`config.mk`:
```
export PLATFORM = sky130hd
export DESIGN_NAME = opAddrSeq
export DESIGN_NICKNAME = d
export VERILOG_FILES = /design/src/rtl/opaddr_pkg.sv /design/src/rtl/opAddrPath.sv /design/src/rtl/opAddrCtl.sv /design/src/rtl/opAddrSeq.sv
export SDC_FILE = /design/constraint.sdc
export NUM_CORES = 1
export LEC_CHECK = 0
export ABC_AREA = 0
export CAP_MARGIN = 20
export CORE_MARGIN = 5
export CORE_UTILIZATION = 49
export DETAILED_ROUTE_END_ITERATION = 10
export GPL_ROUTABILITY_DRIVEN = 0
export GPL_TIMING_DRIVEN = 0
export PLACE_DENSITY = 0.81
export SLEW_MARGIN = 20
export SYNTH_ARGS = -nofsm -noshare
export SYNTH_HDL_FRONTEND = slang
export SYNTH_SLANG_ARGS = --single-unit
```
`constraint.sdc`:
```
create_clock -name clk -period 3.4 [get_ports clk]
set_input_delay 0.51 -clock clk [delete_from_list [all_inputs] [get_ports clk]]
set_output_delay 0.51 -clock clk [all_outputs]
set_load 0.05 [all_outputs]
```
`src/rtl/opaddr_pkg.sv`:
```
package opaddr_pkg;
  localparam int REG_SEL_W = 3;
  localparam int MODE_W    = 3;
  localparam int SPEC_W    = REG_SEL_W + MODE_W;

  typedef enum logic [2:0] {
    ST_IDLE, ST_READREG, ST_IDX, ST_BASE, ST_INDIR, ST_DONE
  } seqState_t;

  typedef enum logic [1:0] {
    ASRC_REG, ASRC_DEC, ASRC_SUM, ASRC_MEM
  } addrSrc_t;

  typedef struct packed {
    logic     latchSpec;
    logic     selPc;
    logic     regWr;
    logic     wbInc;
    logic     ldAddr;
    addrSrc_t addrSrc;
    logic     ldIdx;
    logic     memReq;
  } ctlStrobes_t;
endpackage

```
`src/rtl/opAddrPath.sv`:
```
module opAddrPath
  import opaddr_pkg::*;
#(
  parameter int DATA_W = 16
) (
  input  logic                  clk,
  input  logic                  rstN,
  input  ctlStrobes_t           ctl,
  input  logic [SPEC_W-1:0]     specIn,
  input  logic                  byteIn,
  output logic [MODE_W-1:0]     modeQ,
  output logic [REG_SEL_W-1:0]  regRdSel,
  input  logic [DATA_W-1:0]     regRdData,
  output logic                  regWrEn,
  output logic [REG_SEL_W-1:0]  regWrSel,
  output logic [DATA_W-1:0]     regWrData,
  output logic                  memRdReq,
  output logic [DATA_W-1:0]     memRdAddr,
  input  logic                  memRdValid,
  input  logic [DATA_W-1:0]     memRdData,
  output logic [DATA_W-1:0]     opAddr,
  output logic                  isRegDirect,
  output logic [REG_SEL_W-1:0]  regNum
);
  localparam int REG_CNT    = 1 << REG_SEL_W;
  localparam int WORD_BYTES = DATA_W / 8;
  localparam logic [REG_SEL_W-1:0] PC_IDX = REG_SEL_W'(REG_CNT - 1);
  localparam logic [REG_SEL_W-1:0] SP_IDX = REG_SEL_W'(REG_CNT - 2);

  logic [REG_SEL_W-1:0] regQ;
  logic                 byteQ;
  logic [DATA_W-1:0]    addrQ;
  logic [DATA_W-1:0]    idxQ;
  logic                 stackReg;
  logic                 narrowStep;
  logic [DATA_W-1:0]    step;
  logic [DATA_W-1:0]    addrNext;

  // Specifier, size and index capture
  always_ff @(posedge clk or negedge rstN) begin
    if (!rstN) begin
      regQ  <= '0;
      modeQ <= '0;
      byteQ <= 1'b0;
      idxQ  <= '0;
    end else begin
      if (ctl.latchSpec) begin
        regQ  <= specIn[REG_SEL_W-1:0];
        modeQ <= specIn[SPEC_W-1:REG_SEL_W];
        byteQ <= byteIn;
      end
      if (ctl.ldIdx) idxQ <= memRdData;
    end
  end

  // Step size: one byte only for sized modes on ordinary registers
  assign stackReg   = (regQ >= SP_IDX);
  assign narrowStep = byteQ && !modeQ[0] && !stackReg && !ctl.selPc;
  assign step       = narrowStep ? DATA_W'(1) : DATA_W'(WORD_BYTES);

  assign regRdSel  = ctl.selPc ? PC_IDX : regQ;
  assign regWrSel  = regRdSel;
  assign regWrEn   = ctl.regWr;
  assign regWrData = ctl.wbInc ? (regRdData + step) : (regRdData - step);

  always_comb begin
    unique case (ctl.addrSrc)
      ASRC_REG: addrNext = regRdData;
      ASRC_DEC: addrNext = regRdData - step;
      ASRC_SUM: addrNext = regRdData + idxQ;
      default:  addrNext = memRdData;
    endcase
  end

  always_ff @(posedge clk or negedge rstN) begin
    if (!rstN) addrQ <= '0;
    else if (ctl.ldAddr) addrQ <= addrNext;
  end

  assign memRdReq    = ctl.memReq;
  assign memRdAddr   = addrQ;
  assign opAddr      = addrQ;
  assign isRegDirect = (modeQ == '0);
  assign regNum      = regQ;

  AST_REQ_HOLD: assert property (@(posedge clk) disable iff (!rstN)
    memRdReq && !memRdValid |=> memRdReq && $stable(memRdAddr))
    else $error("read request dropped or address moved before acceptance");

  AST_STEP_SIZE: assert property (@(posedge clk) disable iff (!rstN)
    regWrEn |-> ((regWrData - regRdData) == DATA_W'(1)) || ((regWrData - regRdData) == DATA_W'(2))
             || ((regRdData - regWrData) == DATA_W'(1)) || ((regRdData - regWrData) == DATA_W'(2)))
    else $error("pointer step outside 1 or 2");

  AST_STACK_STEP: assert property (@(posedge clk) disable iff (!rstN)
    regWrEn && (regWrSel >= SP_IDX) |->
      (regWrData == regRdData + DATA_W'(2)) || (regWrData == regRdData - DATA_W'(2)))
    else $error("stack or program counter stepped by other than a word");
endmodule

```
`src/rtl/opAddrCtl.sv`:
```
module opAddrCtl
  import opaddr_pkg::*;
(
  input  logic              clk,
  input  logic              rstN,
  input  logic              start,
  input  logic [MODE_W-1:0] modeQ,
  input  logic              memRdValid,
  output ctlStrobes_t       ctl,
  output logic              done
);
  seqState_t state, nxt;
  logic      wrSeen;

  always_ff @(posedge clk or negedge rstN) begin
    if (!rstN) state <= ST_IDLE;
    else       state <= nxt;
  end

  always_comb begin
    ctl  = '0;
    done = 1'b0;
    nxt  = state;
    unique case (state)
      ST_IDLE: begin
        if (start) begin
          ctl.latchSpec = 1'b1;
          nxt = ST_READREG;
        end
      end
      ST_READREG: begin
        ctl.selPc   = (modeQ[2:1] == 2'b11);
        ctl.ldAddr  = (modeQ != 3'd0);
        ctl.addrSrc = (modeQ[2:1] == 2'b10) ? ASRC_DEC : ASRC_REG;
        ctl.regWr   = (modeQ[2:1] != 2'b00);
        ctl.wbInc   = (modeQ[2:1] != 2'b10);
        unique case (modeQ)
          3'd0, 3'd1, 3'd2, 3'd4: nxt = ST_DONE;
          3'd3, 3'd5:             nxt = ST_INDIR;
          default:                nxt = ST_IDX;
        endcase
      end
      ST_IDX: begin
        ctl.memReq = 1'b1;
        ctl.ldIdx  = memRdValid;
        if (memRdValid) nxt = ST_BASE;
      end
      ST_BASE: begin
        ctl.ldAddr  = 1'b1;
        ctl.addrSrc = ASRC_SUM;
        nxt = modeQ[0] ? ST_INDIR : ST_DONE;
      end
      ST_INDIR: begin
        ctl.memReq  = 1'b1;
        ctl.ldAddr  = memRdValid;
        ctl.addrSrc = ASRC_MEM;
        if (memRdValid) nxt = ST_DONE;
      end
      default: begin
        done = 1'b1;
        nxt  = ST_IDLE;
      end
    endcase
  end

  // Tracks whether this specifier already posted a register write
  always_ff @(posedge clk or negedge rstN) begin
    if (!rstN)                 wrSeen <= 1'b0;
    else if (state == ST_IDLE) wrSeen <= 1'b0;
    else if (ctl.regWr)        wrSeen <= 1'b1;
  end

  AST_ONE_WRITE: assert property (@(posedge clk) disable iff (!rstN)
    ctl.regWr |-> !wrSeen)
    else $error("second register write in one specifier");

  AST_DONE_PULSE: assert property (@(posedge clk) disable iff (!rstN)
    done |=> !done)
    else $error("done held longer than one cycle");

  AST_DONE_NO_REQ: assert property (@(posedge clk) disable iff (!rstN)
    done |-> !ctl.memReq)
    else $error("done while a read is outstanding");

  AST_START_IGNORED: assert property (@(posedge clk) disable iff (!rstN)
    (state != ST_IDLE) |-> !ctl.latchSpec)
    else $error("specifier recaptured while busy");
endmodule

```
`src/rtl/opAddrSeq.sv`:
```
module opAddrSeq
  import opaddr_pkg::*;
(
  input  logic        clk,
  input  logic        rstN,
  input  logic        start,
  input  logic [5:0]  spec,
  input  logic        isByte,
  output logic [2:0]  regRdSel,
  input  logic [15:0] regRdData,
  output logic        regWrEn,
  output logic [2:0]  regWrSel,
  output logic [15:0] regWrData,
  output logic        memRdReq,
  output logic [15:0] memRdAddr,
  input  logic        memRdValid,
  input  logic [15:0] memRdData,
  output logic        done,
  output logic        isRegDirect,
  output logic [2:0]  regNum,
  output logic [15:0] opAddr
);
  ctlStrobes_t       ctl;
  logic [MODE_W-1:0] modeQ;

  opAddrCtl uCtl (
    .clk        (clk),
    .rstN       (rstN),
    .start      (start),
    .modeQ      (modeQ),
    .memRdValid (memRdValid),
    .ctl        (ctl),
    .done       (done)
  );

  opAddrPath #(.DATA_W(16)) uPath (
    .clk         (clk),
    .rstN        (rstN),
    .ctl         (ctl),
    .specIn      (spec),
    .byteIn      (isByte),
    .modeQ       (modeQ),
    .regRdSel    (regRdSel),
    .regRdData   (regRdData),
    .regWrEn     (regWrEn),
    .regWrSel    (regWrSel),
    .regWrData   (regWrData),
    .memRdReq    (memRdReq),
    .memRdAddr   (memRdAddr),
    .memRdValid  (memRdValid),
    .memRdData   (memRdData),
    .opAddr      (opAddr),
    .isRegDirect (isRegDirect),
    .regNum      (regNum)
  );
endmodule

```
==> results.yml <==
status:
  status: "complete, but fails checks"
  violations: "setup timing"
layout:
  syn_to_final_growth_pct: 45.5
  seq_area_um2: 1050
  diodes: 0
  layout.nets: 637
  drive_gt1_share_pct: 26.6
  multi_input_area_um2: 2690
  fillCellCount: 556
logic_synthesis:
  syn_nets: 501
  syn_area_um2: 3770
  synthTopCellsByCount: "dfrtp_1, nand2_1, nor2_1, a21oi_1, o21ai_0"
  synth_edf_count: 0
  yosys.cell_count.top_type: "dfrtp_1"
  synth_xor_area_share_pct: 7.20
  synthArstFlopShare_pct: 100
  synth_ff_type: "dfrtp_1"
  synth_cell_type_count: 63
  synth_area_leader_cell: "dfrtp_1"
  synthAdderAreaFrac_pct: 8.23
  synth_area_leaders: "dfrtp_1, mux2_2, ha_1"
  avgSynthCellArea_um2: 8.67
  synth_warnings: 0
  ys_ff_latch: 42
  yosys.area_share.simple_pct: 21.8
  yosysSeqAreaShare_pct: 27.9
  synth-compound-area-share_pct: 20.9
  yosys.area.top_type_share_pct: 27.9
  postSynthCellCount: 435
  synth_top_family_by_area: "simple AND/OR/NAND/NOR gates"
  muxShareOfSynthArea_pct: 7.17
setup_path:
  rr_endpoint: "uPath.memRdAddr[14]$_DFFE_PN0P_"
  arrival_ns: 3.05
  r2r-start: "uCtl.state[1]$_DFFE_PN0P_"
  rrSetupSlack_ns: 0.18
  critPathMaxFanout: 3
  worst-setup-path-type: "reg2out"
  critPathRequiredTime_ns: 2.89
  end_kind: "primary output"
  cp-start-kind: "flip-flop"
  rr_worst_depth: 14
clocking:
  insertion_delay_ns: 0.30
  path_clk_slew_ns: 0.09
  cts_tree: "yes"
  cts.path.max_buffers: 2
  holdBufCountCts: 0
  clock-sinks: 42
  root_buffer: "clkbuf_8"
  cts_buffers: 5
  h-tree-depth: 2
timing:
  report.final.hold_viol_count: 0
  fin_crit_ns: 3.56
  rsz0062_at_grt: "yes"
  fin_hold_ws_ns: 0.169
  max_freq_mhz: 281
  tightest_slew_ns: 0.829
  slew_headroom_pct: 44.5
  fin_skew_ns: 0.00674
  slew_violations: 0
  tns_ns: -0.674
  fin_crit_sh_pct: 105
  setup_ws_ns: -0.156
  setup_violations: 9
routing:
  num_vias: 4040
  drt_iter0_drc: 408
  avgViaCountPerCell: 5.99
  wl_um: 12000
  first_pass_iters: 6
  drc: 0
  wire_per_inst_um: 17.8
  antenna_left: 0
floorplanning:
  die_h_um: 97.7
  coreArea_um2: 7610
  fp.dieArea_um2: 9550
  start_util_pct: 49.6
  die_x_um: 97.7
  io-pin-count: 104
  row_count: 32
placed_design:
  preCtsSetupSlack_ns: -1.02
  portBuffers: 103
  dp_hpwl_um: 9000
worst_hold_path:
  hold_path_class: "in2async"
global_route:
  gr-total-overflow: 0
  grt_max_degree: 23
  grt_pass1_vias: 3816
  grt_pass1_wl_um: 19000
  antenna_found_initial: 0
  track_usage_pct: 24.1
power:
  ir_drop_mv: 0.781
  p_total_w: 0.00570
  leakage_nw: 2.27
  p_per_area_nw_per_um2: 1040
run:
  cap_violations: 0
-- area by class of cell --
type | count | share of cell area [%]
plain buffers | 35 | 4.26
clock buffers | 5 | 1.25
flip-flops and latches | 42 | 19.2
repair buffers | 130 | 22.7
inverters | 7 | 0.479
well taps | 102 | 2.33
multi-input cells | 350 | 49.0
clock inverters | 3 | 0.821
-- registers in the layout (all words and copies together) (netlist names) --
| name | count |
|---|---|
| uPath.memRdAddr | 16 |
| uPath.byteQ | 1 |
| uCtl.state | 3 |
| uPath.regNum | 3 |
| uPath.modeQ | 3 |
| uPath.idxQ | 16 |
-- stage by stage --
step | util (%) | instances | instance area (um2)
floorplan | - | 435 | 3860
global placement | 66.0 | 640 | 5020
detailed placement | 66.3 | 641 | 5040
CTS | 70.4 | 667 | 5360
global route | 72.1 | 674 | 5490
finish | 72.1 | 674 | 5490
-- power breakdown --
| part | total, W | switching (W) | internal, W |
|---|---|---|---|
| registers | 0.000956 | 0.000203 | 0.000753 |
| logic | 0.00434 | 0.00268 | 0.00166 |
| clock network | 0.000407 | 0.000188 | 0.000219 |
| total | 0.00570 | 0.00307 | 0.00263 |
-- worst max path at each step --
stage,start,endpoint,slack (ns)
5_1_grt,uCtl.state[1]$_DFFE_PN0P_,regWrData[10],-0.31
3_3_place_gp,uCtl.state[1]$_DFFE_PN0P_,regWrData[14],-0.92
3_5_place_dp,uCtl.state[1]$_DFFE_PN0P_,regWrData[14],-1.02
4_1_cts,uCtl.state[1]$_DFFE_PN0P_,regWrData[12],-0.15
6_report,uCtl.state[1]$_DFFE_PN0P_,regWrData[12],-0.16
2_1_floorplan,uCtl.state[0]$_DFFE_PN0P_,regWrData[10],-0.09
-- critical path, stage by stage, from the launching register on --
cell and delay (ns):
dfrtp_1 0.40, buf_6 0.12, nor3b_4 0.19, nand3_2 0.11
nand4b_1 0.21, buf_4 0.17, fa_2 0.21, or4b_4 0.53
nor4_4 0.32, a32oi_2 0.12, xnor2_2 0.17, buf_6 0.18
-- cell usage in the layout, fill, tap and decap left out, drive strengths merged, types with 8 or more instances in the layout --
| master | synthesis | final |
|---|---|---|
| a21oi | 30 | 30 |
| buf | 30 | 69 |
| clkbuf | 6 | 14 |
| clkdlybuf4s50 | 0 | 87 |
| dfrtp | 42 | 42 |
| ha | 20 | 20 |
| mux2 | 24 | 24 |
| nand2 | 41 | 41 |
| nor2 | 37 | 37 |
| nor3 | 13 | 13 |
| nor4 | 8 | 8 |
| o21ai | 36 | 36 |
| or3 | 9 | 9 |
| xnor2 | 23 | 23 |
| xor2 | 8 | 8 |
-- routing by layer --
layer	share of wire [%]	track usage (%)	wire length, um
met5	0	0	0
met2	49	41.2	5900
met1	40	31.6	4860
met3	7.9	3.80	949
met4	2.6	6.60	310
-- cells by family after synthesis --
family          count (synthesis)
simple gates                  147
compound gates                125
buf+inv                        43
flops                          42
xor+xnor                       31
mux                            24
fa+ha+maj                      23
-- timing repair --
action,CTS,global route
buffers inserted,18,8
pin swaps,10,5
gates resized for setup,99,25
endpoints found under the setup margin,19,15
Power figures use the tool's default switching activity.
